**config.mk**
```make
export PLATFORM = sky130hd
export DESIGN_NAME = spi_regfile
export DESIGN_NICKNAME = d
export VERILOG_FILES = /design/src/rtl/spi_rf_pkg.sv /design/src/rtl/spi_rf_sync.sv /design/src/rtl/spi_rf_frame.sv /design/src/rtl/spi_rf_regs.sv /design/src/rtl/spi_regfile.sv
export SDC_FILE = /design/constraint.sdc
export NUM_CORES = 1
export LEC_CHECK = 0
export ABC_CLOCK_PERIOD_IN_PS = 5000
export BUFFER_PORTS_ARGS = -buffer_cell sky130_fd_sc_hd__buf_2
export CAP_MARGIN = 0
export CORE_MARGIN = 2
export CORE_UTILIZATION = 55
export DETAILED_ROUTE_END_ITERATION = 10
export HOLD_SLACK_MARGIN = 0.03
export PLACE_DENSITY_LB_ADDON = 0.1
export REMOVE_ABC_BUFFERS = 1
export SLEW_MARGIN = 25
export SYNTH_ARGS = -nofsm -noshare
export SYNTH_HDL_FRONTEND = slang
export SYNTH_SLANG_ARGS = --single-unit
```
**constraint.sdc**
```tcl
create_clock -name clk_i -period 5 [get_ports clk_i]
set_input_delay 0.5 -clock clk_i [delete_from_list [all_inputs] [get_ports clk_i]]
set_output_delay 0.5 -clock clk_i [all_outputs]
set_load 0.1 [all_outputs]
```
**src/rtl/spi_rf_pkg.sv**
```systemverilog
package spi_rf_pkg;
  localparam int ADDR_W     = 7;
  localparam int DATA_W     = 8;
  localparam int FRAME_BITS = 16;
  localparam int NUM_CTRL   = 3;
  localparam int NUM_FLAGS  = 5;
  localparam int BUSY_BIT   = NUM_FLAGS;

  typedef logic [ADDR_W-1:0] addr_t;
  typedef logic [DATA_W-1:0] data_t;

  localparam addr_t ADDR_FLAGS = addr_t'(NUM_CTRL);
  localparam addr_t ADDR_FDIS  = addr_t'(NUM_CTRL + 1);

  localparam int FLG_LEN = 0;
  localparam int FLG_RW  = 1;

  // writable bits per control register; zero bits are locked reserved
  function automatic data_t ctrl_mask(int idx);
    case (idx)
      0:       return data_t'(8'hFF);
      1:       return data_t'(8'h0F);
      2:       return data_t'(8'hB7);
      default: return '0;
    endcase
  endfunction
endpackage

```
**src/rtl/spi_rf_sync.sv**
```systemverilog
module spi_rf_sync #(
  parameter int STAGES = 2
) (
  input  logic clk_i,
  input  logic rst_ni,
  input  logic sclk_i,
  input  logic cs_ni,
  input  logic mosi_i,
  output logic sclk_rise_o,
  output logic sclk_fall_o,
  output logic active_o,
  output logic frame_end_o,
  output logic mosi_o
);
  logic [STAGES-1:0] sclk_q, cs_q, mosi_q;
  logic sclk_d, cs_d;

  always_ff @(posedge clk_i or negedge rst_ni) begin
    if (!rst_ni) begin
      sclk_q <= '0;
      mosi_q <= '0;
      cs_q   <= '1;
      sclk_d <= 1'b0;
      cs_d   <= 1'b1;
    end else begin
      sclk_q <= {sclk_q[STAGES-2:0], sclk_i};
      mosi_q <= {mosi_q[STAGES-2:0], mosi_i};
      cs_q   <= {cs_q[STAGES-2:0], cs_ni};
      sclk_d <= sclk_q[STAGES-1];
      cs_d   <= cs_q[STAGES-1];
    end
  end

  assign active_o    = ~cs_q[STAGES-1];
  assign sclk_rise_o = active_o & sclk_q[STAGES-1] & ~sclk_d;
  assign sclk_fall_o = active_o & ~sclk_q[STAGES-1] & sclk_d;
  assign frame_end_o = cs_q[STAGES-1] & ~cs_d;
  assign mosi_o      = mosi_q[STAGES-1];
endmodule

```
**src/rtl/spi_rf_frame.sv**
```systemverilog
module spi_rf_frame #(
  parameter int FRAME_BITS = spi_rf_pkg::FRAME_BITS,
  parameter int ADDR_W     = spi_rf_pkg::ADDR_W,
  parameter int DATA_W     = spi_rf_pkg::DATA_W
) (
  input  logic              clk_i,
  input  logic              rst_ni,
  input  logic              sclk_rise_i,
  input  logic              sclk_fall_i,
  input  logic              frame_end_i,
  input  logic              mosi_i,
  input  logic [DATA_W-1:0] rdata_i,
  output logic [ADDR_W-1:0] raddr_o,
  output logic              miso_o,
  output logic              frame_ok_o,
  output logic              frame_bad_o,
  output logic              rd_o,
  output logic [ADDR_W-1:0] addr_o,
  output logic [DATA_W-1:0] wdata_o
);
  localparam int HDR_BITS = FRAME_BITS - DATA_W;
  localparam int CNT_W    = $clog2(FRAME_BITS + 1) + 1;
  localparam logic [CNT_W-1:0] CNT_FULL = CNT_W'(FRAME_BITS);
  localparam logic [CNT_W-1:0] CNT_HDR  = CNT_W'(HDR_BITS);
  localparam logic [CNT_W-1:0] CNT_MAX  = '1;

  logic [FRAME_BITS-1:0] shift_q;
  logic [CNT_W-1:0]      cnt_q;
  logic [DATA_W-1:0]     tx_q;
  logic                  miso_q;

  always_ff @(posedge clk_i or negedge rst_ni) begin
    if (!rst_ni) begin
      shift_q <= '0;
      cnt_q   <= '0;
      tx_q    <= '0;
      miso_q  <= 1'b0;
    end else if (frame_end_i) begin
      cnt_q  <= '0;
      tx_q   <= '0;
      miso_q <= 1'b0;
    end else begin
      if (sclk_rise_i) begin
        shift_q <= {shift_q[FRAME_BITS-2:0], mosi_i};
        if (cnt_q != CNT_MAX) cnt_q <= cnt_q + 1'b1;
      end
      if (sclk_fall_i) begin
        if (cnt_q == CNT_HDR) begin
          // header complete: load read data or keep line quiet
          if (shift_q[HDR_BITS-1]) begin
            miso_q <= rdata_i[DATA_W-1];
            tx_q   <= {rdata_i[DATA_W-2:0], 1'b0};
          end else begin
            miso_q <= 1'b0;
            tx_q   <= '0;
          end
        end else if (cnt_q > CNT_HDR) begin
          miso_q <= tx_q[DATA_W-1];
          tx_q   <= {tx_q[DATA_W-2:0], 1'b0};
        end
      end
    end
  end

  assign raddr_o     = shift_q[ADDR_W-1:0];
  assign miso_o      = miso_q;
  assign frame_ok_o  = frame_end_i & (cnt_q == CNT_FULL);
  assign frame_bad_o = frame_end_i & (cnt_q != CNT_FULL);
  assign rd_o        = shift_q[FRAME_BITS-1];
  assign addr_o      = shift_q[FRAME_BITS-2 -: ADDR_W];
  assign wdata_o     = shift_q[DATA_W-1:0];


  idle_low_chk: assert property (@(posedge clk_i) disable iff (!rst_ni)
    frame_end_i |=> !miso_o);

  write_quiet_chk: assert property (@(posedge clk_i) disable iff (!rst_ni)
    (sclk_fall_i && !frame_end_i && cnt_q == CNT_HDR && !shift_q[HDR_BITS-1]) |=> !miso_o);
endmodule

```
**src/rtl/spi_rf_regs.sv**
```systemverilog
module spi_rf_regs
  import spi_rf_pkg::*;
(
  input  logic  clk_i,
  input  logic  rst_ni,
  input  logic  frame_ok_i,
  input  logic  frame_bad_i,
  input  logic  rd_i,
  input  addr_t addr_i,
  input  data_t wdata_i,
  input  addr_t raddr_i,
  input  logic  spi_crc_err_i,
  input  logic  mm_crc_err_i,
  input  logic  rom_crc_err_i,
  input  logic  cal_busy_i,
  output data_t rdata_o
);
  logic [NUM_CTRL-1:0][DATA_W-1:0] ctrl_q;
  logic [NUM_FLAGS-1:0] flag_q, flag_set, flag_clr;
  data_t fdis_q;
  logic  mapped, wr_en;

  assign mapped = addr_i <= ADDR_FDIS;
  assign wr_en  = frame_ok_i & ~rd_i & mapped;

  always_comb begin
    flag_set          = '0;
    flag_set[FLG_LEN] = frame_bad_i;
    flag_set[FLG_RW]  = frame_ok_i & ~mapped;
    flag_set[2]       = spi_crc_err_i;
    flag_set[3]       = mm_crc_err_i;
    flag_set[4]       = rom_crc_err_i;
    flag_set          = flag_set & ~fdis_q[NUM_FLAGS-1:0];
    flag_clr          = (wr_en && addr_i == ADDR_FLAGS) ? wdata_i[NUM_FLAGS-1:0] : '0;
  end

  always_ff @(posedge clk_i or negedge rst_ni) begin
    if (!rst_ni) begin
      ctrl_q <= '0;
      flag_q <= '0;
      fdis_q <= '0;
    end else begin
      for (int k = 0; k < NUM_CTRL; k++) begin
        if (wr_en && addr_i == addr_t'(k)) ctrl_q[k] <= wdata_i & ctrl_mask(k);
      end
      if (wr_en && addr_i == ADDR_FDIS) fdis_q <= wdata_i;
      // a new event wins over a same-cycle clear
      flag_q <= (flag_q & ~flag_clr) | flag_set;
    end
  end

  always_comb begin
    rdata_o = '0;
    for (int k = 0; k < NUM_CTRL; k++) begin
      if (raddr_i == addr_t'(k)) rdata_o = ctrl_q[k];
    end
    if (raddr_i == ADDR_FLAGS) begin
      rdata_o[NUM_FLAGS-1:0] = flag_q;
      rdata_o[BUSY_BIT]      = cal_busy_i & ~fdis_q[BUSY_BIT];
    end
    if (raddr_i == ADDR_FDIS) rdata_o = fdis_q;
  end


  len_flag_chk: assert property (@(posedge clk_i) disable iff (!rst_ni)
    (frame_bad_i && !fdis_q[FLG_LEN]) |=> flag_q[FLG_LEN]);

  len_discard_chk: assert property (@(posedge clk_i) disable iff (!rst_ni)
    frame_bad_i |=> ($stable(ctrl_q) && $stable(fdis_q)));

  rw_flag_chk: assert property (@(posedge clk_i) disable iff (!rst_ni)
    (frame_ok_i && !mapped && !fdis_q[FLG_RW]) |=> flag_q[FLG_RW]);

  sticky_chk: assert property (@(posedge clk_i) disable iff (!rst_ni)
    (flag_q != '0) |=> ((flag_q & $past(flag_q & ~flag_clr)) == $past(flag_q & ~flag_clr)));
endmodule

```
**src/rtl/spi_regfile.sv**
```systemverilog
module spi_regfile
  import spi_rf_pkg::*;
#(
  parameter int SYNC_STAGES = 2
) (
  input  logic clk_i,
  input  logic rst_ni,
  input  logic sclk_i,
  input  logic cs_ni,
  input  logic mosi_i,
  output logic miso_o,
  input  logic spi_crc_err_i,
  input  logic mm_crc_err_i,
  input  logic rom_crc_err_i,
  input  logic cal_busy_i
);
  logic  sclk_rise, sclk_fall, active, frame_end, mosi_s;
  logic  frame_ok, frame_bad, rd;
  addr_t addr, raddr;
  data_t wdata, rdata;

  spi_rf_sync #(.STAGES(SYNC_STAGES)) i_sync (
    .clk_i, .rst_ni, .sclk_i, .cs_ni, .mosi_i,
    .sclk_rise_o (sclk_rise),
    .sclk_fall_o (sclk_fall),
    .active_o    (active),
    .frame_end_o (frame_end),
    .mosi_o      (mosi_s)
  );

  spi_rf_frame i_frame (
    .clk_i, .rst_ni,
    .sclk_rise_i (sclk_rise),
    .sclk_fall_i (sclk_fall),
    .frame_end_i (frame_end),
    .mosi_i      (mosi_s),
    .rdata_i     (rdata),
    .raddr_o     (raddr),
    .miso_o,
    .frame_ok_o  (frame_ok),
    .frame_bad_o (frame_bad),
    .rd_o        (rd),
    .addr_o      (addr),
    .wdata_o     (wdata)
  );

  spi_rf_regs i_regs (
    .clk_i, .rst_ni,
    .frame_ok_i  (frame_ok),
    .frame_bad_i (frame_bad),
    .rd_i        (rd),
    .addr_i      (addr),
    .wdata_i     (wdata),
    .raddr_i     (raddr),
    .spi_crc_err_i, .mm_crc_err_i, .rom_crc_err_i, .cal_busy_i,
    .rdata_o     (rdata)
  );


  cs_high_quiet_chk: assert property (@(posedge clk_i) disable iff (!rst_ni)
    (!active && $past(!active)) |-> !miso_o);
endmodule

```
Word level (Yosys, flattened, before mapping)
Index checks and enable logic that the tools add are counted.
{"block": "totals", "output_inout_bits": 1, "wordCells": 92, "register_bits": 76}
{"block": "op_classes", "bitwise_logic": 27, "n_reduce_logical": 14, "n_lt_le_gt_ge": 2, "mux": 22, "n_addsub": 1, "n_eq_ne": 12}
{"op": "$mux 8", "n": 12}
{"op": "$eq 7x2->1 const B", "n": 4}
{"op": "$and 8x8->8", "n": 3}
{"op": "$mux 6", "n": 4}
{"op": "$eq 7x1->1 const B", "n": 2}
{"op": "$eq 7x3->1 const B", "n": 2}
{"op": "$logic_not 7->1", "n": 2}
{"op": "$and 1x1->1", "n": 11}
{"op": "$and 5x5->5", "n": 2}
{"op": "$not 5->5", "n": 2}
{"op": "$not 1->1", "n": 8}
{"op": "$le 7x3->1 const B", "n": 1}
{"op": "$add 6x1->6 const B", "n": 1}
{"op": "$eq 6x4->1 const B", "n": 1}
{"op": "$eq 6x5->1 const B", "n": 1}
{"op": "$gt 6x4->1 const B", "n": 1}
{"op": "$ne 6x5->1 const B", "n": 1}
{"op": "$ne 6x6->1 const B", "n": 1}
{"op": "$reduce_and 2->1", "n": 3}
{"op": "$reduce_bool 2->1", "n": 3}
{"op": "$logic_and 1x1->1", "n": 5}
{"op": "$mux 1", "n": 5}
{"op": "$mux 5", "n": 1}
{"op": "$or 5x5->5", "n": 1}
{"op": "$reduce_bool 3->1", "n": 1}

Depth between registers and ports, before layout
{"block": "depth", "depth_word": 10, "mapped_depth": 7}

By module
A second synthesis with hierarchy kept.
{"block": "hier_totals", "hier_cells": 274, "hier_area_um2": 3311.9}
{"module": "spi_rf_regs", "cells_each": 131, "seq_area_each_um2": 775.7, "instances": 1, "area_each_um2": 1601.5}
{"module": "spi_rf_frame", "cells_each": 131, "seq_area_each_um2": 750.7, "instances": 1, "area_each_um2": 1481.4}
{"module": "spi_rf_sync", "cells_each": 12, "seq_area_each_um2": 203.9, "instances": 1, "area_each_um2": 229.0}

Least setup slack after synthesis
No wires, ideal clock.
{"block": "synth_path", "path_type": "register to register", "from": "register i_frame.cnt_q[0]", "to": "register i_regs.fdis_q[0]", "required_time_ns": 4.875, "t_arrival_ns": 2.298, "path_slack_ns": 2.577, "setup_ns": 0.125, "path_stages_with_launch": 8, "path_buffers": 1, "period_less_slack_ns": 2.423, "cell_sequence": "dfrtp_1 -> inv_1 -> ha_1 -> or3b_1 -> or4_4 -> or3_1 -> buf_6 -> mux2_4"}
{"block": "synth_between", "elab_chain_cells": 5}
{"item": "start: declaration", "line": "spi_rf_frame.sv:28", "text": "logic [CNT_W-1:0] cnt_q;"}
{"item": "start signal: assignment", "line": "spi_rf_frame.sv:45", "text": "if (cnt_q != CNT_MAX) cnt_q <= cnt_q + 1'b1;"}
{"item": "$eq 6x5->1", "line": "spi_rf_frame.sv:67", "text": "assign frame_ok_o = frame_end_i & (cnt_q == CNT_FULL);"}
{"item": "$and 1x1->1", "line": "spi_rf_frame.sv:67"}
{"item": "$and 1x1->1 (2 in a row)", "line": "spi_rf_regs.sv:24", "text": "assign wr_en = frame_ok_i & ~rd_i & mapped;"}
{"item": "$logic_and 1x1->1", "line": "spi_rf_regs.sv:46", "text": "if (wr_en && addr_i == ADDR_FDIS) fdis_q <= wdata_i;"}
{"item": "end signal: assignment", "line": "spi_rf_regs.sv:46"}
{"item": "end: declaration", "line": "spi_rf_regs.sv:20", "text": "data_t fdis_q;"}
No other way between the ends.
A chain may end at the register's enable or synchronous reset.

Worst setup path in the final report
{"block": "layout_path", "from": "register i_frame.cnt_q[0]", "to": "register i_regs.fdis_q[7]"}
Same word-level chain as after synthesis.

==> metrics.md <==
| Metric | Value |
|---|---|
| Filler cells | roughly 460 |
| WL/cell | between 15 and 20 um |
| Crit-path max FO | 12 |
| Fin crit share | between 50% and 60% |
| RSZ-0062 raised after global routing | no |
| # nets final | around 270 |
| Total core area | roughly 5900 um2 |
| WHS Path Cells | 1 |
| DIE AREA | roughly 6600 um2 |
| Post-synthesis sequential area ratio | between 50 and 60% |
| CTS Hold Bufs | 0 |
| Final Util | roughly 60% |
| Cell count after synthesis | approximately 250 |
| Max Freq | ~0.35 GHz |
| Hold WC Path Type | input port to flip-flop |
| Distinct cells, synth | approximately 50 |
| GR Util All Layers | 20.7% |
| Largest area contributor in the netlist | dfrtp_1 |
| I/O pin cnt | 10 |
| Hold endpoint | i_sync.cs_q[0] |
| Reg2reg path depth | 6 |
| Worst slew pin tran | 0.863 ns |
| Die Y | between 80 and 90 um |
| Critical path type | flip-flop to flip-flop |
| First drt pass iteration count | 4 |
| Pwr/cell area | between 300 and 400 nW/um2 |
| Crit-path max cell delay | between 0.6 and 0.7 ns |
| Number of setup buffers added after CTS | 0 |
| Largest net degree at the start of global routing | 70 |
| # setup viols final | 0 |
| Clock transition at path regs | about 0.06 ns |
| Slew HR | 42.5% |
| Grt total ovfl | 0 |
| DR DRC count | 0 |
| Starting DRT DRC Count | ~130 |
| Detail Placement HPWL | around 3800 um |
| Final-report max-slew violation count | 0 |
| Commonest cells after routing, fill and taps aside | dfrtp_1 (66), mux2_2 (36), nand2_1 (19) |
| First-pass GRT wire length | approximately 10,000 um |
| Top-area cell type share of the netlist area | between 50% and 60% |
| Starting density of the core | 56.1% |
| Vias per inst | ~5.8 |
| Min cycle time layout | ~2.8 ns |
| Vias | between 1,500 and 2,000 |
| Initial antenna violation count | 0 |
| Clk root buf | clkbuf_8 |
| Pwr Total | roughly 1.3 mW |
| CTS max path bufs | 2 |
| Cell row count | 28 |
| Crit-path cells | inv_1, ha_1, or3b_1, or4_4, or3_1, mux2_4 |
| Outcome | complete, no violations |
| Reg-to-Reg End | i_regs.fdis_q[7] |
| PortBufs | 9 |
| Vias in the first global route | between 1,500 and 2,000 |
| WP data required | approximately 5.2 ns |
| WL final | approximately 5900 um |
| Die X | 81.3 um |
| CTS resizes | 0 |
| Flop-to-flop setup slack | about 2.2 ns |
| Yosys warning total | 0 |
| Worst-Skew Late Latency | between 0.3 and 0.4 ns |
| Worst Path Arrival | about 3.0 ns |
| Post-synthesis async set-or-reset flop share | 100% |
| CTS tree | done |
| Most common cell after layout, fill and taps aside | dfrtp_1 |
| Register bit total from synthesis | between 60 and 70 |
| Setup TNS | 0 ns |
| Hold Startpoint | cs_ni |
| EDFF count, synth | 0 |
| Ys flop type | dfrtp_1 |
| Top post-synthesis cells by area | dfrtp_1 (50%), mux2_2 (12%), mux2_4 (3.7%) |
| Area Overhead vs Synth | 7.62% |
| H-tree depth | 3 |
| Worst vdd ir | around 0.21 mV |
| Clock Sinks | between 60 and 70 |
| Post-route ant nets | 0 |
| Leak Pwr | between 1.5 and 2 nW |
| Max Cap Viol | 0 |
| CP endpoint kind | flip-flop |
| GPL Wtd Cong | ~0.72 |
| Worst setup SP type | flip-flop |
| Worst r2r src | i_frame.cnt_q[0] |
| Antenna cells | 0 |
| CP max-delay cell | or4_4 |
| CTS buffer count | 9 |
| Setup Skew | between 0.01 and 0.015 ns |
| Layout cells sized above 1 | ~32% |
| Mapped Avg Cell Area | between 10 and 15 um2 |
| Post-Syn Area | approximately 3300 um2 |
| Final Hold Viols | 0 |
[metrics by stage]
step / cells / instance area (um2) / worst slack (ns) / hold slack, ns
detailed placement: 327 / 3340 / 2.19 / 0.339
finish: 343 / 3530 / 2.18 / 0.257
floorplan: 240 / 3170 / 2.31 / 0.204
global route: 343 / 3530 / 2.07 / 0.245
CTS: 343 / 3530 / 2.18 / 0.241
global placement: 327 / 3340 / 2.25 / 0.333
[cells by family after synthesis]
family	synth area share (%)
buf+inv	4.53
xor+xnor	0.533
simple gates	12.9
flops	52.7
compound gates	7.77
mux	20.8
fa+ha+maj	0.762
[cells in the mapped netlist (all sizes together) (4+ instances only)]
master,count
nor3,5
inv,8
o21ai,10
clkbuf,6
a21oi,5
buf,8
nand2,19
mux2,44
nand2b,5
nor3b,4
dfrtp,66
mux2i,9
nor2,9
[how the worst max path moves through the flow]
stage,start,endpoint,slack [ns],cells after the start
2_1_floorplan,i_frame.cnt_q[4],i_frame.tx_q[6],2.31,4
3_3_place_gp,i_frame.cnt_q[0],i_regs.fdis_q[6],2.25,6
3_5_place_dp,i_frame.cnt_q[0],i_regs.fdis_q[7],2.19,6
4_1_cts,i_frame.cnt_q[0],i_regs.fdis_q[7],2.18,6
5_1_grt,i_frame.cnt_q[0],i_regs.fdis_q[7],2.07,6
6_report,i_frame.cnt_q[0],i_regs.fdis_q[7],2.18,6
[where the power goes]
group	internal (mW)	switching, mW
Sequential	0.594	0.0927
Combinational	0.0744	0.0666
Clock	0.235	0.197
Total	0.904	0.357
[cell type report]
cell class,count,area (um2),area share [%]
clock buffers,16,190,5.38
inverters,8,30.0,0.850
multi-input cells,163,1420,40.2
flip-flops and latches,69,1730,49.0
well taps,75,93.8,2.65
repair buffers,12,67.6,1.91
[flip-flops by register name, summed over array words and instances, names as in the netlist, 2 cells and up]
signal and flops:
i_sync.sclk_q 2, i_frame.cnt_q 6, i_sync.cs_q 2, i_regs.fdis_q 8, i_regs.ctrl_q 18, i_frame.shift_q 16
i_sync.mosi_q 2, i_frame.tx_q 7, i_regs.flag_q 5
[worst max-delay path, delay by kind of cell, from the launching register on]
family | cells | cell delay [ns]
fa+ha+maj | 1 | 0.13
buf+inv | 1 | 0.10
mux | 1 | 0.37
simple gates | 3 | 1.70
flops | 1 | 0.40
[routing by layer]
metal	track usage, %	wire length, um	part of all wire, %
met3	4.00	222	3.8
met2	28.0	2560	44
met1	31.7	2970	50
met5	0	0	0
met4	9.66	131	2.2
Power figures use the tool's default switching activity.
